==> config.mk <==
export PLATFORM = sky130hd
export DESIGN_NAME = i2cs_flag_reg
export DESIGN_NICKNAME = d
export VERILOG_FILES = /design/src/rtl/i2cs_pkg.sv /design/src/rtl/i2cs_evt_enc.sv /design/src/rtl/i2cs_rx_occ.sv /design/src/rtl/i2cs_flag_core.sv /design/src/rtl/i2cs_flag_reg.sv
export SDC_FILE = /design/constraint.sdc
export NUM_CORES = 1
export LEC_CHECK = 0
export ABC_AREA = 1
export CORE_MARGIN = 2
export CORE_UTILIZATION = 32
export DETAILED_ROUTE_END_ITERATION = 10
export GPL_ROUTABILITY_DRIVEN = 1
export PLACE_DENSITY = 0.77
export SLEW_MARGIN = 25
export SYNTH_ARGS = -nofsm -noshare
export SYNTH_HDL_FRONTEND = slang
export SYNTH_SLANG_ARGS = --single-unit
==> constraint.sdc <==
create_clock -name clk_i -period 1 [get_ports clk_i]
set_input_delay 0.2 -clock clk_i [delete_from_list [all_inputs] [get_ports clk_i]]
set_output_delay 0.2 -clock clk_i [all_outputs]
set_load 0.02 [all_outputs]
==> src/rtl/i2cs_pkg.sv <==
package i2cs_pkg;
  localparam int NUM_EVT = 7;
  localparam int CODE_W  = 3;
  localparam int REG_W   = 8;

  typedef enum logic [CODE_W-1:0] {
    EV_START    = 3'd0,
    EV_STOP     = 3'd1,
    EV_TX_END   = 3'd2,
    EV_RX_END   = 3'd3,
    EV_ACKNAK_S = 3'd4,
    EV_ACK_R    = 3'd5,
    EV_NAK_R    = 3'd6
  } evt_code_e;

  localparam int BIT_CMP  = 0;
  localparam int BIT_ERR  = 1;
  localparam int BIT_CODE = 2;
  localparam int BIT_BUSY = BIT_CODE + CODE_W;
endpackage

==> src/rtl/i2cs_evt_enc.sv <==
module i2cs_evt_enc #(
  parameter int NUM_EVT = 7,
  parameter int CODE_W  = 3
) (
  input  logic [NUM_EVT-1:0] evt_i,
  output logic               any_o,
  output logic [CODE_W-1:0]  code_o
);
  // later index overrides: highest strobe wins
  always_comb begin
    code_o = '0;
    for (int i = 0; i < NUM_EVT; i++) begin
      if (evt_i[i]) code_o = CODE_W'(i);
    end
  end
  assign any_o = |evt_i;
endmodule

==> src/rtl/i2cs_rx_occ.sv <==
module i2cs_rx_occ (
  input  logic clk_i,
  input  logic rst_ni,
  input  logic rx_end_i,
  input  logic rd_buf_i,
  input  logic trig_i,
  output logic ovr_o
);
  logic buf_q, shr_q, buf_d, shr_d;

  always_comb begin
    buf_d = buf_q;
    shr_d = shr_q;
    if (rd_buf_i && buf_d) begin
      if (shr_d) shr_d = 1'b0;
      else       buf_d = 1'b0;
    end
    if (rx_end_i) begin
      if (!buf_d)      buf_d = 1'b1;
      else if (!shr_d) shr_d = 1'b1;
    end
  end

  always_ff @(posedge clk_i or negedge rst_ni) begin
    if (!rst_ni) begin
      buf_q <= 1'b0;
      shr_q <= 1'b0;
    end else begin
      buf_q <= buf_d;
      shr_q <= shr_d;
    end
  end

  assign ovr_o = trig_i && buf_q && shr_q;
endmodule

==> src/rtl/i2cs_flag_core.sv <==
module i2cs_flag_core #(
  parameter int CODE_W = 3
) (
  input  logic              clk_i,
  input  logic              rst_ni,
  input  logic              evt_any_i,
  input  logic [CODE_W-1:0] evt_code_i,
  input  logic              trig_i,
  input  logic              ovr_i,
  input  logic              clr_cmp_i,
  input  logic              clr_err_i,
  output logic              busy_o,
  output logic [CODE_W-1:0] code_o,
  output logic              err_o,
  output logic              cmp_o
);
  always_ff @(posedge clk_i or negedge rst_ni) begin
    if (!rst_ni) begin
      busy_o <= 1'b0;
      code_o <= '0;
      err_o  <= 1'b0;
      cmp_o  <= 1'b0;
    end else begin
      if (trig_i)         busy_o <= 1'b1;
      else if (evt_any_i) busy_o <= 1'b0;

      if (evt_any_i) begin
        code_o <= evt_code_i;
        cmp_o  <= 1'b1;
      end else if (clr_cmp_i) begin
        code_o <= '0;
        cmp_o  <= 1'b0;
      end

      if (ovr_i)          err_o <= 1'b1;
      else if (clr_err_i) err_o <= 1'b0;
    end
  end
endmodule

==> src/rtl/i2cs_flag_reg.sv <==
module i2cs_flag_reg
  import i2cs_pkg::*;
#(
  parameter int N_EVT  = NUM_EVT,
  parameter int C_W    = CODE_W,
  parameter int R_W    = REG_W
) (
  input  logic             clk_i,
  input  logic             rst_ni,
  input  logic [N_EVT-1:0] evt_i,
  input  logic             trig_i,
  input  logic             rd_buf_i,
  input  logic             wr_en_i,
  input  logic [R_W-1:0]   wr_data_i,
  input  logic             err_ie_i,
  output logic [R_W-1:0]   reg_o,
  output logic             cmp_irq_o,
  output logic             err_irq_o
);
  localparam int RSVD_LO = BIT_BUSY + 1;

  logic           evt_any, ovr, busy, err, cmp;
  logic [C_W-1:0] evt_code, code;

  i2cs_evt_enc #(.NUM_EVT(N_EVT), .CODE_W(C_W)) u_enc (
    .evt_i (evt_i),
    .any_o (evt_any),
    .code_o(evt_code)
  );

  i2cs_rx_occ u_occ (
    .clk_i   (clk_i),
    .rst_ni  (rst_ni),
    .rx_end_i(evt_i[EV_RX_END]),
    .rd_buf_i(rd_buf_i),
    .trig_i  (trig_i),
    .ovr_o   (ovr)
  );

  i2cs_flag_core #(.CODE_W(C_W)) u_core (
    .clk_i     (clk_i),
    .rst_ni    (rst_ni),
    .evt_any_i (evt_any),
    .evt_code_i(evt_code),
    .trig_i    (trig_i),
    .ovr_i     (ovr),
    .clr_cmp_i (wr_en_i && wr_data_i[BIT_CMP]),
    .clr_err_i (wr_en_i && wr_data_i[BIT_ERR]),
    .busy_o    (busy),
    .code_o    (code),
    .err_o     (err),
    .cmp_o     (cmp)
  );

  generate
    for (genvar g = RSVD_LO; g < R_W; g++) begin : g_rsvd
      assign reg_o[g] = 1'b0;
    end
  endgenerate

  assign reg_o[BIT_BUSY]                 = busy;
  assign reg_o[BIT_CODE +: C_W]          = code;
  assign reg_o[BIT_ERR]                  = err;
  assign reg_o[BIT_CMP]                  = cmp;
  assign cmp_irq_o                       = cmp;
  assign err_irq_o                       = err && err_ie_i;
endmodule

==> summary.txt <==
Logic synthesis
  • Post-synthesis area per instance: 7.552 um2
  • Area contributors post-synth: dfrtp_1 (47%), nand2_1 (18%), buf_4 (8.9%)
  • YS warnings: 0
  • Number of unique standard cell types used by synthesis: 13
  • Dominant cell by count in the synthesized netlist: nand2_1
  • Synthesized area: roughly 420 um2
  • Cell count after synthesis: 56
  • Share of async-settable or async-resettable flops after synthesis: between 90% and 100%
  • EDFF count, synth: 0
  • Synth top area share: a little under half
  • Flip-flop and latch count after synthesis: 8
  • Sequential fraction of the synthesis area: 47.34%
  • Library cell occupying the most area in the post-synthesis netlist: dfrtp_1
  • Ranking of synthesized cells by instance count: nand2_1 (20), dfrtp_1 (8), inv_1 (8), buf_4 (5), nand3_1 (4)
  • Most instantiated flip-flop cell in the synthesis netlist: dfrtp_1

Placed design
  • Placer's final routability congestion estimate: 0.6316
  • Half-perimeter wire length of the detailed placement result: 633.8 um
  • Post-placement cell count: 91
  • Cell area after placement: 643.1 um2
  • Count of input and output buffers: 22

Global routing
  • Global-route wire length before repair: 1269 um
  • Global routing's busiest layer: met2
  • Met1 usage in global routing: 12.54%
  • Met3 layer usage reported by global route: 4.444%
  • Number of global-route vias before repair: 341
  • Maximum number of pins on one net before global-route repair: 9
  • Met2 capacity usage during global routing: 19.84%
  • Number of antenna violations at the first check in global routing: 0
  • Global-route congestion overflow total: 0
  • Total global-route track usage: 12.28%

Floorplanning
  • Die Y-Extent: 40.36 um
  • Total I/O pin count: 31
  • Initial Utilization: 33.33%
  • Floorplan Core Area: 1269 um2
  • Die Span X: 40.36 um
  • Die area: roughly 1600 um2
  • Site Rows: 13

Power
  • Total power of the final layout: between 800 and 900 uW
  • Worst IR drop on VDD: 0.5218 mV
  • Power per unit of standard cell area: around 1200 nW/um2
  • Cell leakage power: 0.3799 nW

Final layout
  • Fill cell instance count of the final layout: around 130
  • Syn-to-layout area delta: 63.02%
  • Net count, final: 104
  • Number of diodes added for antenna fixing: 0
  • Post-route insts no fill: 96
  • Share of layout cells above drive strength 1: ~27%
  • Cell area after layout: 689.4 um2

Timing
  • Setup Viol. Count Final: 1
  • Least setup slack across all paths after layout: -0.06019 ns
  • Final worst path period share: 106.0%
  • Highest clock frequency the design can meet: 943.2 MHz
  • Final-layout worst hold slack: 0.2285 ns
  • Final Max Tran Viols: 0
  • RSZ-0062 raised after global routing: true
  • Number of hold-slack violations in the final timing report: 0
  • Final setup skew: approximately 0.00026 ns
  • Min cycle time layout: 1.060 ns

Setup path
  • Sort of element at the start of the critical path: flop
  • Capturing element type of the critical path: primary output
  • Slowest Stage Delay on Critical Path: between 0.3 and 0.4 ns
  • Slowest cell on the critical path: dfrtp_1
  • Data arrival time of the worst path: 0.86 ns
  • Critical Path RT: 0.80 ns
  • CP Class: flop to primary output
  • Crit-path max FO: 3
  • Buffers and inverters on the worst path: 2
  • Largest delay share family, worst path: flip-flops
  • Sequence of cells on the critical path: nand2_1 -> inv_1 -> buf_6

Drt
  • Initial DRT Pass Iterations: 1
  • DRC errors left: 0
  • Sum of routed wire length over all layers: 814 um
  • Detailed-route vias per instance: 4.292
  • Post-DRT Antenna Nets: 0
  • WL/cell: around 8.5 um
  • Total number of vias: 412
  • Initial DRC Count: 0

Clock network
  • Clk pin slew, worst setup/hold paths: 0.05 ns
  • Latest clock arrival within the worst-skew pair: 0.25 ns
  • Clock tree from TritonCTS: yes
  • CTS buffer count: 3
  • Number of levels the H-tree was split into: 1
  • Root Driver: clkbuf_4
  • Number of buffers between clock root and the deepest sink: 2
  • CTS sink count: 8

Hold path
  • Path category of the worst min-delay check: primary input to asynchronous set/reset pin

Job
  • Number of maximum-capacitance violations: 0

Run status
  • Status: complete, but fails checks
  • Failing checks: negative setup slack
==> per-layer routing <==
| metal | up-vias | wire length (um) |
|---|---|---|
| met2 | 22 | 389 |
| li1 | 212 | - |
| met1 | 176 | 300 |
| met3 | 2 | 112 |
| met4 | 0 | 12 |
| met5 | - | 0 |
==> final timing paths <==
check                                         startpoint                           end  slack, ns  depth (start not counted)
worst max-delay path            u_core.err_o$_DFFE_PN0P_                     err_irq_o      -0.06                          3
worst max register to register     u_occ.buf_q$_DFF_PN0_         u_occ.shr_q$_DFF_PN0_       0.15                          3
max in group asynchronous                         rst_ni  u_core.code_o[0]$_DFFE_PN0P_       0.51                          1
worst min register to register  u_core.err_o$_DFFE_PN0P_      u_core.err_o$_DFFE_PN0P_       0.49                          2
min in group clk_i                              evt_i[5]  u_core.code_o[0]$_DFFE_PN0P_       0.30                          5
worst min-delay path                              rst_ni     u_core.busy_o$_DFFE_PN0P_       0.23                          1
==> worst register-to-register path: cells and delay by family, from the launching register on <==
| family | cells | cell delay, ns |
|---|---|---|
| flops | 1 | 0.35 |
| compound gates | 2 | 0.32 |
| simple gates | 1 | 0.06 |
==> stage by stage <==
stage	utilization [%]	setup slack, ns	TNS, ns
after floorplan	-	0.1738	0
after global placement	50.69	-0.5209	-2.702
after detailed placement	50.69	-0.5285	-2.852
after CTS	50.79	-0.07365	-0.09400
after global routing	54.34	-0.1185	-0.2035
final	54.34	-0.06019	-0.06019
==> layout by cell type (no fill, tap or decap) <==
| master | netlist | layout |
|---|---|---|
| inv_1 | 8 | 8 |
| nor2_2 | 1 | 3 |
| o21ai_0 | 2 | 2 |
| conb_1 | 1 | 2 |
| dlymetal6s2s_1 | 0 | 4 |
| nand2_2 | 2 | 2 |
| nor2_4 | 1 | 1 |
| buf_4 | 5 | 5 |
| dfrtp_1 | 8 | 8 |
| a21oi_1 | 1 | 1 |
| nand3_1 | 4 | 4 |
| nand2_1 | 20 | 20 |
| clkbuf_4 | 0 | 3 |
| buf_6 | 0 | 5 |
| buf_2 | 0 | 2 |
| inv_2 | 1 | 1 |
| clkdlybuf4s50_1 | 0 | 10 |
==> registers in the layout, summed over array words and instances (netlist names) <==
| signal | flops |
|---|---|
| u_occ.shr_q | 1 |
| u_core.busy_o | 1 |
| u_core.cmp_o | 1 |
| u_core.err_o | 1 |
| u_core.code_o | 3 |
| u_occ.buf_q | 1 |
==> what timing repair did <==
action | 4_1_cts | 5_1_grt
setup endpoints to repair | 8 | 12
hold buffers | 0 | 0
cloned | 0 | 0
pin swaps | 0 | 4
resized for setup | 38 | 11
buffers inserted | 0 | 2
==> area by class of cell <==
class	count	area, um2	area share [%]
tap	15	18.77	2.722
clock buffer	3	22.52	3.267
inverter	9	33.78	4.900
sequential	8	200.2	29.04
multi-input combinational	35	160.2	23.23
timing repair buffer	26	254.0	36.84
==> power breakdown <==
| group | internal (mW) | leakage (nW) | switching [mW] |
|---|---|---|---|
| Clock | 0.137 | 0.0138 | 0.104 |
| Combinational | 0.115 | 0.280 | 0.111 |
| Sequential | 0.357 | 0.0861 | 0.0203 |
==> cell families (layout without fill, tap and decap cells) <==
kind of cell	count (synthesis)	in the layout	synth area share, %
buffers and inverters	14	38	16.86
DFF	8	8	47.34
other	1	2	0.8867
and+or+nand+nor	30	30	31.36
AOI/OAI and AO/OA	3	3	3.549
Note: power is estimated with default switching activity, not from simulation.
